[config.mk]
export PLATFORM = sky130hd
export DESIGN_NAME = onb2_mul
export DESIGN_NICKNAME = d
export VERILOG_FILES = /design/src/rtl/onb2_pkg.sv /design/src/rtl/onb2_perm.sv /design/src/rtl/onb2_terms.sv /design/src/rtl/onb2_xor_tree.sv /design/src/rtl/onb2_stage.sv /design/src/rtl/onb2_mul.sv
export SDC_FILE = /design/constraint.sdc
export NUM_CORES = 1
export LEC_CHECK = 0
export ABC_AREA = 1
export CAP_MARGIN = 20
export CORE_ASPECT_RATIO = 0.9
export CORE_MARGIN = 2
export CORE_UTILIZATION = 25
export DETAILED_ROUTE_END_ITERATION = 8
export DONT_BUFFER_PORTS = 1
export GPL_TIMING_DRIVEN = 1
export HOLD_SLACK_MARGIN = 0.1
export SYNTH_ARGS = -nofsm -noshare
export SYNTH_HDL_FRONTEND = slang
export SYNTH_SLANG_ARGS = --single-unit
export TNS_END_PERCENT = 20
[constraint.sdc]
create_clock -name clk -period 1.61 [get_ports clk]
set_input_delay 0.2415 -clock clk [delete_from_list [all_inputs] [get_ports clk]]
set_output_delay 0.2415 -clock clk [all_outputs]
set_load 0.005 [all_outputs]
[src/rtl/onb2_pkg.sv]
package onb2_pkg;

  // 2^k mod p
  function automatic int pow2_mod(input int k, input int p);
    int r;
    r = 1;
    for (int s = 0; s < k; s++) r = (r * 2) % p;
    return r;
  endfunction

  // fold an exponent 1..p-1 onto the palindromic index 1..(p-1)/2
  function automatic int fold_idx(input int m, input int p);
    return (m > (p - 1) / 2) ? (p - m) : m;
  endfunction

  // intermediate-basis slot (1..n) holding normal-basis coefficient k
  function automatic int nb_slot(input int k, input int n);
    return fold_idx(pow2_mod(k, 2 * n + 1), 2 * n + 1);
  endfunction

  // flat index of term (i,j), 1 <= i <= j <= n
  function automatic int term_idx(input int i, input int j, input int n);
    return (i - 1) * n - ((i - 1) * (i - 2)) / 2 + (j - i);
  endfunction

  // does term (i,j) contribute to intermediate output k
  function automatic bit feeds(input int i, input int j, input int k, input int n);
    int p;
    p = 2 * n + 1;
    if (i == j) return fold_idx(2 * i, p) == k;
    return (fold_idx(i + j, p) == k) || ((j - i) == k);
  endfunction

endpackage

[src/rtl/onb2_perm.sv]
module onb2_perm #(
  parameter int N       = 11,
  parameter bit INVERSE = 1'b0
) (
  input  logic [N-1:0] din,
  output logic [N-1:0] dout
);
  import onb2_pkg::*;

  for (genvar k = 0; k < N; k++) begin : g_bit
    localparam int S = nb_slot(k, N) - 1;
    if (INVERSE) begin : g_inv
      assign dout[k] = din[S];
    end else begin : g_fwd
      assign dout[S] = din[k];
    end
  end
endmodule

[src/rtl/onb2_terms.sv]
module onb2_terms #(
  parameter int N  = 11,
  localparam int NT = N * (N + 1) / 2
) (
  input  logic [N-1:0]  a,
  input  logic [N-1:0]  b,
  output logic [NT-1:0] t
);
  import onb2_pkg::*;

  for (genvar gi = 1; gi <= N; gi++) begin : g_row
    for (genvar gj = gi; gj <= N; gj++) begin : g_col
      localparam int IDX = term_idx(gi, gj, N);
      if (gi == gj) begin : g_diag
        assign t[IDX] = a[gi-1] & b[gi-1];
      end else begin : g_pair
        assign t[IDX] = (a[gi-1] & b[gj-1]) ^ (a[gj-1] & b[gi-1]);
      end
    end
  end
endmodule

[src/rtl/onb2_xor_tree.sv]
module onb2_xor_tree #(
  parameter int N  = 11,
  parameter int K  = 1,
  localparam int NT = N * (N + 1) / 2
) (
  input  logic [NT-1:0] terms,
  output logic          bit_o
);
  import onb2_pkg::*;

  always_comb begin
    logic acc;
    acc = 1'b0;
    for (int i = 1; i <= N; i++) begin
      for (int j = i; j <= N; j++) begin
        if (feeds(i, j, K, N)) acc = acc ^ terms[term_idx(i, j, N)];
      end
    end
    bit_o = acc;
  end
endmodule

[src/rtl/onb2_stage.sv]
module onb2_stage #(
  parameter int W = 8
) (
  input  logic         clk,
  input  logic         rst_n,
  input  logic         en,
  input  logic         vin,
  input  logic [W-1:0] din,
  output logic         vout,
  output logic [W-1:0] dout
);
  always_ff @(posedge clk or negedge rst_n) begin
    if (!rst_n) begin
      vout <= 1'b0;
      dout <= '0;
    end else if (en) begin
      vout <= vin;
      dout <= din;
    end
  end

  a_r6_valid_step: assert property (@(posedge clk) disable iff (!rst_n)
    en |=> (vout == $past(vin)));

  a_r7_stage_frozen: assert property (@(posedge clk) disable iff (!rst_n)
    !en |=> ($stable(dout) && $stable(vout)));
endmodule

[src/rtl/onb2_mul.sv]
module onb2_mul #(
  parameter int N         = 11,
  parameter bit REG_TERMS = 1'b1,
  parameter bit REG_OUT   = 1'b1
) (
  input  logic         clk,
  input  logic         rst_n,
  input  logic         in_valid,
  output logic         in_ready,
  input  logic [N-1:0] in_a,
  input  logic [N-1:0] in_b,
  output logic         out_valid,
  input  logic         out_ready,
  output logic [N-1:0] out_p
);
  localparam int NT = N * (N + 1) / 2;

  logic [N-1:0]  a_p, b_p, c_int, c_nb;
  logic [NT-1:0] t_raw, t_q;
  logic          v1, adv;

  assign adv      = !out_valid || out_ready;
  assign in_ready = adv;

  onb2_perm #(.N(N), .INVERSE(1'b0)) u_perm_a (.din(in_a), .dout(a_p));
  onb2_perm #(.N(N), .INVERSE(1'b0)) u_perm_b (.din(in_b), .dout(b_p));

  onb2_terms #(.N(N)) u_terms (.a(a_p), .b(b_p), .t(t_raw));

  if (REG_TERMS) begin : g_treg
    onb2_stage #(.W(NT)) u_stage (
      .clk(clk), .rst_n(rst_n), .en(adv),
      .vin(in_valid), .din(t_raw), .vout(v1), .dout(t_q));
  end else begin : g_tcomb
    assign t_q = t_raw;
    assign v1  = in_valid;
  end

  for (genvar k = 1; k <= N; k++) begin : g_tree
    onb2_xor_tree #(.N(N), .K(k)) u_tree (.terms(t_q), .bit_o(c_int[k-1]));
  end

  onb2_perm #(.N(N), .INVERSE(1'b1)) u_iperm (.din(c_int), .dout(c_nb));

  if (REG_OUT) begin : g_oreg
    onb2_stage #(.W(N)) u_stage (
      .clk(clk), .rst_n(rst_n), .en(adv),
      .vin(v1), .din(c_nb), .vout(out_valid), .dout(out_p));
  end else begin : g_ocomb
    assign out_valid = v1;
    assign out_p     = c_nb;
  end

  a_r7_hold_output: assert property (@(posedge clk) disable iff (!rst_n)
    (out_valid && !out_ready) |=> (out_valid && $stable(out_p)));

  a_r1_perm_weight: assert property (@(posedge clk) disable iff (!rst_n)
    ($countones(a_p) == $countones(in_a)) && ($countones(c_nb) == $countones(c_int)));

  a_r2_zero_terms: assert property (@(posedge clk) disable iff (!rst_n)
    ((a_p == '0) || (b_p == '0)) |-> (t_raw == '0));
endmodule

; Word level (Yosys, flattened, before mapping)
; Index checks and enable logic that the tools add are counted.
[word_totals]
elab_cells = 292
in_bits = 26
reg_bits = 79
[classes]
reduce_logical = 2
n_bitwise = 286
[ops]
columns = cell, count
row1 = $xor 1x1->1, 165
row2 = $and 1x1->1, 121
row3 = $logic_not 1->1, 1
row4 = $logic_or 1x1->1, 1

; Logic depth before layout (Yosys ltp)
; Gate-level depths: netlist of the first run.
[depth]
word_depth = 10
depth_mapped = 11
depth_no_buf = 11

; Modules after synthesis
; Synthesis of the first run repeated with hierarchy kept, for this count alone.
[hier_totals]
hier_cells = 1251
hier_area_um2 = 7059.3
[modules_own_cells]
columns = module, seq_area_each_um2, cells_each, n_inst, area_each_um2
row1 = onb2_stage at g_treg.u_stage, 1676.6, 284, 1, 2546.2
row2 = onb2_xor_tree, 0.0, 45, 11, 195.2
row3 = onb2_terms, 0.0, 386, 1, 1652.8
row4 = onb2_stage at g_oreg.u_stage, 300.3, 51, 1, 457.9
row5 = onb2_perm, 0.0, 11, 3, 82.6
row6 = onb2_mul, 0.0, 2, 1, 7.5

; Worst setup path before layout of the first run
; No wires, ideal clock.
[synth_path]
path_kind = register -> register
start = reg g_treg.u_stage.dout[27]
end = reg g_oreg.u_stage.dout[10]
t_arrival_ns = 1.027
path_stages_with_launch = 12
setup_ns = 0.117
n_path_buf = 1
synth_period_minus_slack_ns = 1.144
path_slack_ns = 0.466
cell_sequence = dfrtp_1 > buf_6 > nand2_1 > clkinv_1 > nor2_1 > nand2_1 > nand3_1 > nand2_1 > inv_2 > nand2_1 > nand3_1 > nand2_1
[synth_via]
elab_chain_len = 6
[synth_rtl]
columns = element, line_no
row1 = start: declaration, onb2_stage.sv:10  ; output logic [W-1:0] dout
row2 = start signal: assignment, onb2_stage.sv:18  ; dout <= din;
row3 = $xor 1x1->1 (6 in series), onb2_xor_tree.sv:16  ; if (feeds(i, j, K, N)) acc = acc ^ terms[term_idx(i, j, N)];
row4 = end signal: assignment, onb2_stage.sv:18
row5 = end: declaration, onb2_stage.sv:10
; No other way between the ends.
; A chain may end at the register's enable or synchronous reset.

; Final worst setup path of the first run
[layout_path]
start = reg g_oreg.u_stage.vout
end = out in_ready
[layout_via]
elab_chain_len = 2
[layout_rtl]
columns = element, line_no
row1 = start: declaration, onb2_stage.sv:9  ; output logic vout,
row2 = start signal: assignment, onb2_stage.sv:17  ; vout <= vin;
row3 = $logic_not 1->1, onb2_mul.sv:22  ; assign adv = !out_valid || out_ready;
row4 = $logic_or 1x1->1, onb2_mul.sv:22
row5 = end: declaration, onb2_mul.sv:9  ; output logic in_ready,
; No other way between the ends.

==> results of run 1 <==
[layout make-up]
cell class | instances | area, um^2
sequential | 79 | 1980
inverter | 106 | 400
clock buffer | 11 | 253
clock inverter | 4 | 45.0
timing repair buffer | 32 | 365
tap | 297 | 372
multi-input combinational | 678 | 3100
fill | 2476 | 15900
[layer usage]
layer | vias to the layer above | part of all wire, % | GRT usage (%)
met5 | - | 0 | 0
met4 | 0 | 1.9 | 4.47
met3 | 30 | 8.4 | 4.49
met2 | 137 | 44 | 23.9
met1 | 2364 | 45 | 21.1
li1 | 2706 | - | -
[worst max-delay path by stage]
stage	start	to	depth (start not counted)	slack [ns]
6_report	g_oreg.u_stage.vout	in_ready	5	0.1
5_1_grt	g_oreg.u_stage.vout	in_ready	5	0.05
4_1_cts	g_oreg.u_stage.vout	g_treg.u_stage.dout[38]	7	0.03
3_5_place_dp	g_treg.u_stage.dout[34]	g_oreg.u_stage.dout[10]	9	0.25
3_3_place_gp	g_treg.u_stage.dout[34]	g_oreg.u_stage.dout[10]	9	0.29
2_1_floorplan	g_treg.u_stage.dout[27]	g_oreg.u_stage.dout[10]	11	0.47
[flip-flops by register name (all words and copies together) (netlist names)]
register / flops
g_oreg.u_stage.dout: 11
g_treg.u_stage.vout: 1
g_oreg.u_stage.vout: 1
g_treg.u_stage.dout: 66
[cells in the final DEF (no fill, tap or decap)]
master          instances
nand2_1               451
inv_1                  97
dfrtp_1                79
xnor2_1                68
nand3_1                49
o21ai_1                40
o21ai_0                27
nor2_1                 26
dlygate4sd3_1          21
clkbuf_16              10
xor2_1                  7
inv_2                   6
nand2b_1                5
buf_4                   5
buf_12                  4
clkinv_2                3
or2_1                   2
nand3b_1                2
clkinv_1                2
clkbuf_8                2
nor2_4                  1
inv_4                   1
bufinv_16               1
dlymetal6s4s_1          1
[critical path: stages (launching register included)]
cell     delay [ns]
dfrtp_1        0.38
inv_2          0.05
nor2_4         0.13
inv_4          0.07
buf_12         0.15
buf_4          0.13
[cell families after synthesis]
logic type / count (synthesis) / share of synthesized area [%]
AOI/OAI and AO/OA: 67 / 5.90
xor gates and xnor gates: 75 / 11.5
buffers and inverters: 145 / 10.8
DFF: 79 / 34.8
and+or+nand+nor: 536 / 37.0
[power breakdown]
part	internal, mW	switching [mW]	total, mW
combinational	1.03	1.50	2.53
sequential	2.39	0.502	2.89
clock	1.27	0.859	2.13
total	4.68	2.86	7.54
[what timing repair did]
action / 4_1_cts / 5_1_grt
setup buffers: 0 / 1
endpoints found under the setup margin: 0 / 2
hold buffers: 22 / 1
resized for setup: 0 / 3
endpoints found under the hold margin: 91 / 80
==> results_dict.tcl, run 1 <==
set metrics [dict create \
    clk_path_buf_depth 2 \
    vias 5237 \
    seq_area_frac_synth_pct 34.8 \
    grt_max_degree 80 \
    rsz0062_at_grt "no" \
    yosysTopAreaCellShare_pct 34.8 \
    dpl_worst_slack_ns 0.250 \
    fin_crit_ns 1.51 \
    crit_type "reg2out" \
    dr.pass1.iters 5 \
    antenna_found_initial 0 \
    p_leak_nw 3.38 \
    via_per_inst 4.34 \
    slew_violations 0 \
    skew_ns 0.00723 \
    drt_iter0_markers 469 \
    grt_usage_pct 15.5 \
    postPlaceCellArea_um2 5950 \
    syn_nets 928 \
    syn_area_um2 5690 \
    status "finished with violations" \
    min_path_type "in2async" \
    ys_async_sr_fraction_pct 100 \
    powerDensity_nw_per_um2 1160 \
    nets 932 \
    fin_ws_ns 0.0995 \
    avgSynthCellArea_um2 6.31 \
    fp.dieArea_um2 24000 \
    area_growth_pct 14.5 \
    placed_cells_incl_taps 1168 \
    detail_route.wl_per_cell_um 14.8 \
    layout-drive-gt1-share_pct 3.63 \
    worst-r2r-setup-slack_ns 0.21 \
    synth_cells 902 \
    fmax_mhz 662 \
    critical_path_arrival_ns 1.27 \
    cp.required_ns 1.37 \
    ys.warnings.count 0 \
    ant_nets 0 \
    fin_area_um2 6510 \
    startpoint_type "flop" \
    synthTopCellsByCount "451 x nand2_1, 98 x inv_1, 79 x dfrtp_1" \
    htree_num_levels 3 \
    yosys_register_bits 79 \
    core_um2 22400 \
    root_buffer "clkbuf_16" \
    die_h_um 147 \
    drc_errors 0 \
    synth-edff-count 0 \
    clk_pin_slew_worst_paths_ns 0.06 \
    p_total_mw 7.54 \
    die_w_um 163 \
    hold_viol_final 79 \
    synth_area_leader_cell "dfrtp_1" \
    relSlewSlack_pct 70.9 \
    rr_endpoint "g_oreg.u_stage.dout[7]" \
    worstPathMaxFanout 10 \
    vdd_drop_max_mv 0.582 \
    synth_flop_cell "dfrtp_1" \
    cp-end-kind "output pin" \
    reg2regPathDepth 8 \
    fin_tns_setup_ns 0 \
    numCtsBuffers 9 \
    stdcell_count 1207 \
    fin_crit_sh_pct 93.8 \
    grt_pass1_vias 4848 \
    ys_top_cells_by_area "dfrtp_1 35%, nand2_1 30%, xnor2_1 10%" \
    place.gp.congestion 0.835 \
    worst_pin_slew_ns 0.434 \
    row_count 52 \
    diodes 0 \
    clock_latency_ns 0.35 \
    overflow 0 \
    dpl.hpwl_um 12100 \
    routed_wl_um 17800 \
    synthDistinctLibCells 21 \
    maxCapViolCount 0 \
    final_util_pct 29.1 \
    reg2reg_from "g_treg.u_stage.dout[46]" \
    synth_most_common_cell "nand2_1" \
    violations "hold timing" \
    pin_count 39 \
    numPortBuffers 0 \
    grt_pass1_wl_um 28100 \
    cts_tree "built" \
    start_util_pct 25.4 \
    whs_ns -0.412 \
    setup_viol 0 \
    cts_sinks 79 \
]
No activity file was read; power rests on OpenSTA's default activity.
==> run 2, diff against run 1 <==
--- a/config.mk
+++ b/config.mk
@@ -5,15 +5,15 @@
 export SDC_FILE = /design/constraint.sdc
 export NUM_CORES = 1
 export LEC_CHECK = 0
-export ABC_AREA = 1
 export CAP_MARGIN = 20
 export CORE_ASPECT_RATIO = 0.9
 export CORE_MARGIN = 2
-export CORE_UTILIZATION = 25
+export CORE_UTILIZATION = 64
 export DETAILED_ROUTE_END_ITERATION = 8
 export DONT_BUFFER_PORTS = 1
 export GPL_TIMING_DRIVEN = 1
 export HOLD_SLACK_MARGIN = 0.1
+export PLACE_DENSITY = 0.8
 export SYNTH_ARGS = -nofsm -noshare
 export SYNTH_HDL_FRONTEND = slang
 export SYNTH_SLANG_ARGS = --single-unit
==> run 2 against run 1 <==
The run still ends with hold timing left. Sequential power down 1%. Sequential cell count did not move. Via count down 26%.
==> results_dict.tcl, run 2 <==
set metrics [dict create \
    status "finished with violations" \
    violations "hold timing" \
    largest_reg_flops 66 \
    clk_pin_slew_worst_paths_ns 0.08 \
    synth_cells 552 \
    synth_most_common_cell "nand2_1" \
    dpl.hpwl_um 8200 \
    fin_area_um2 5350 \
    path_delay_family "XOR/XNOR gates" \
    fin_tns_setup_ns 0 \
    final_common_cell "nand2_1" \
    vias 3885 \
    routed_wl_um 13600 \
    row_count 30 \
    cts_tree "built" \
    fp.dieArea_um2 8330 \
    maxCapViolCount 0 \
    htree_num_levels 3 \
    postPlaceCellArea_um2 4880 \
    path_cells "xnor2_1, xnor2_1, xnor3_1, a21oi_1" \
    place.gp.congestion 0.849 \
    grt_pass1_vias 3780 \
    setup_viol 0 \
    cp-end-kind "flop" \
    post_cts_buffers 0 \
    drc_errors 0 \
    grt_max_degree 81 \
    fin_crit_sh_pct 99.6 \
    synth-edff-count 0 \
    die_h_um 86.8 \
    via_per_inst 5.96 \
    crit_path_frequent_cell "xnor2_1" \
    diodes 0 \
    worst_pin_slew_ns 0.489 \
    ys_async_sr_fraction_pct 100 \
    synthTopCellsByCount "190 x nand2_1, 110 x xnor2_1, 79 x dfrtp_1" \
    fin_crit_ns 1.60 \
    hold_viol_final 79 \
    drt_iter0_markers 482 \
    pin_count 39 \
    synthDistinctLibCells 15 \
    ant_nets 0 \
    vdd_drop_max_mv 0.592 \
    cp.required_ns 1.88 \
    relSlewSlack_pct 67.2 \
    reg_top3 "g_treg.u_stage.dout (66), g_oreg.u_stage.dout (11)" \
    cts_hold_buf 23 \
    syn_area_um2 4870 \
    startpoint_type "flop" \
    grt_pass1_wl_um 21100 \
    final_cell_mix "190 x nand2_1, 107 x xnor2_1, 79 x dfrtp_1" \
    ys.warnings.count 0 \
    die_w_um 96.0 \
    cts_sinks 79 \
    clk_path_buf_depth 2 \
    ys_top_cells_by_area "dfrtp_1 41%, xnor2_1 20%, nand2_1 15%" \
    dr.pass1.iters 5 \
    final_util_pct 71.6 \
    crit_buf_inv 0 \
    numCtsBuffers 9 \
    crit_type "reg2reg" \
    overflow 0 \
    detail_route.wl_per_cell_um 20.9 \
    grt_usage_pct 34.9 \
    yosysTopAreaCellShare_pct 40.6 \
    nets 577 \
    slowest_stage "xnor3_1" \
    synth_area_leader_cell "dfrtp_1" \
    skew_ns 0.00771 \
    synth_flop_cell "dfrtp_1" \
    min_path_type "in2async" \
    rsz0062_at_grt "yes" \
    start_util_pct 65.2 \
    whs_ns -0.433 \
    max_stage_delay_ns 0.46 \
    seq_area_frac_synth_pct 40.6 \
    syn_nets 578 \
    layout-drive-gt1-share_pct 6.29 \
    area_growth_pct 9.86 \
    powerDensity_nw_per_um2 1400 \
    numPortBuffers 0 \
    slew_violations 0 \
    root_buffer "clkbuf_8" \
    core_um2 7470 \
    fmax_mhz 624 \
    fillers 526 \
    critical_path_arrival_ns 1.87 \
    worstPathMaxFanout 3 \
    largest_register "g_treg.u_stage.dout" \
    p_leak_nw 2.36 \
    avgSynthCellArea_um2 8.82 \
    clock_latency_ns 0.36 \
    yosys_register_bits 79 \
    antenna_found_initial 0 \
]
## run 2: worst register-to-register path, cell delays in order, from the launching register on
cell and delay, ns:
dfrtp_1 0.43, xnor2_1 0.24, xnor2_1 0.17, xnor3_1 0.46, a21oi_1 0.22
## run 2: metal layers
metal | GRT usage, % | wire length (um) | vias to the layer above
li1 | - | - | 1717
met2 | 53.5 | 6210 | 277
met5 | 0 | 0 | -
met1 | 44.4 | 4950 | 1838
met4 | 11.8 | 434 | 0
met3 | 15.3 | 2010 | 53
## run 2: logic make-up after synthesis
family,Yosys count,share of synthesized area (%)
simple gates,214,16.9
xor+xnor,154,32.5
flops,79,40.6
buf+inv,39,3.26
compound gates,66,6.78
## run 2: where the power goes
group | switching (mW) | leakage [nW] | internal, mW | total [mW]
Clock | 0.757 | 0.102 | 0.868 | 1.63
Sequential | 0.451 | 0.976 | 2.40 | 2.85
Combinational | 1.24 | 1.28 | 1.75 | 2.99
Total | 2.45 | 2.36 | 5.02 | 7.47
## run 2: area by class of cell
class	count	area [um^2]	area share (%)
tap	96	120	2.24
sequential	79	1980	36.9
timing repair buffer	26	265	4.96
clock buffer	10	128	2.38
inverter	1	3.75	0.0701
clock inverter	6	85.1	1.59
multi-input combinational	434	2770	51.8
## run 2: worst paths after layout
| kind | start | endpoint | slack [ns] | depth (start not counted) |
|---|---|---|---|---|
| setup / recovery | g_treg.u_stage.dout[31] | g_oreg.u_stage.dout[5] | 0.007 | 4 |
| hold / removal | rst_n | g_treg.u_stage.vout | -0.43 | 0 |
| setup reg to reg | g_treg.u_stage.dout[31] | g_oreg.u_stage.dout[5] | 0.007 | 4 |
| hold reg to reg | g_treg.u_stage.vout | g_treg.u_stage.vout | 0.47 | 2 |
| max in group asynchronous | rst_n | g_treg.u_stage.dout[3] | 1.91 | 0 |
| min in group clk | in_b[7] | g_treg.u_stage.dout[28] | 0.13 | 3 |
## run 2: metrics by stage
step                total power [mW]  cells  worst slack (ns)
floorplan                       5.21    552             0.290
global placement                5.61    613            0.0584
detailed placement              5.69    613            0.0522
CTS                             7.37    652            0.0319
global route                    7.83    652          -0.00458
finish                          7.47    652           0.00676
## run 2: repair_timing
item	in CTS	in global routing
setup endpoints to repair	0	4
resized for setup	0	4
hold endpoints to repair	91	79
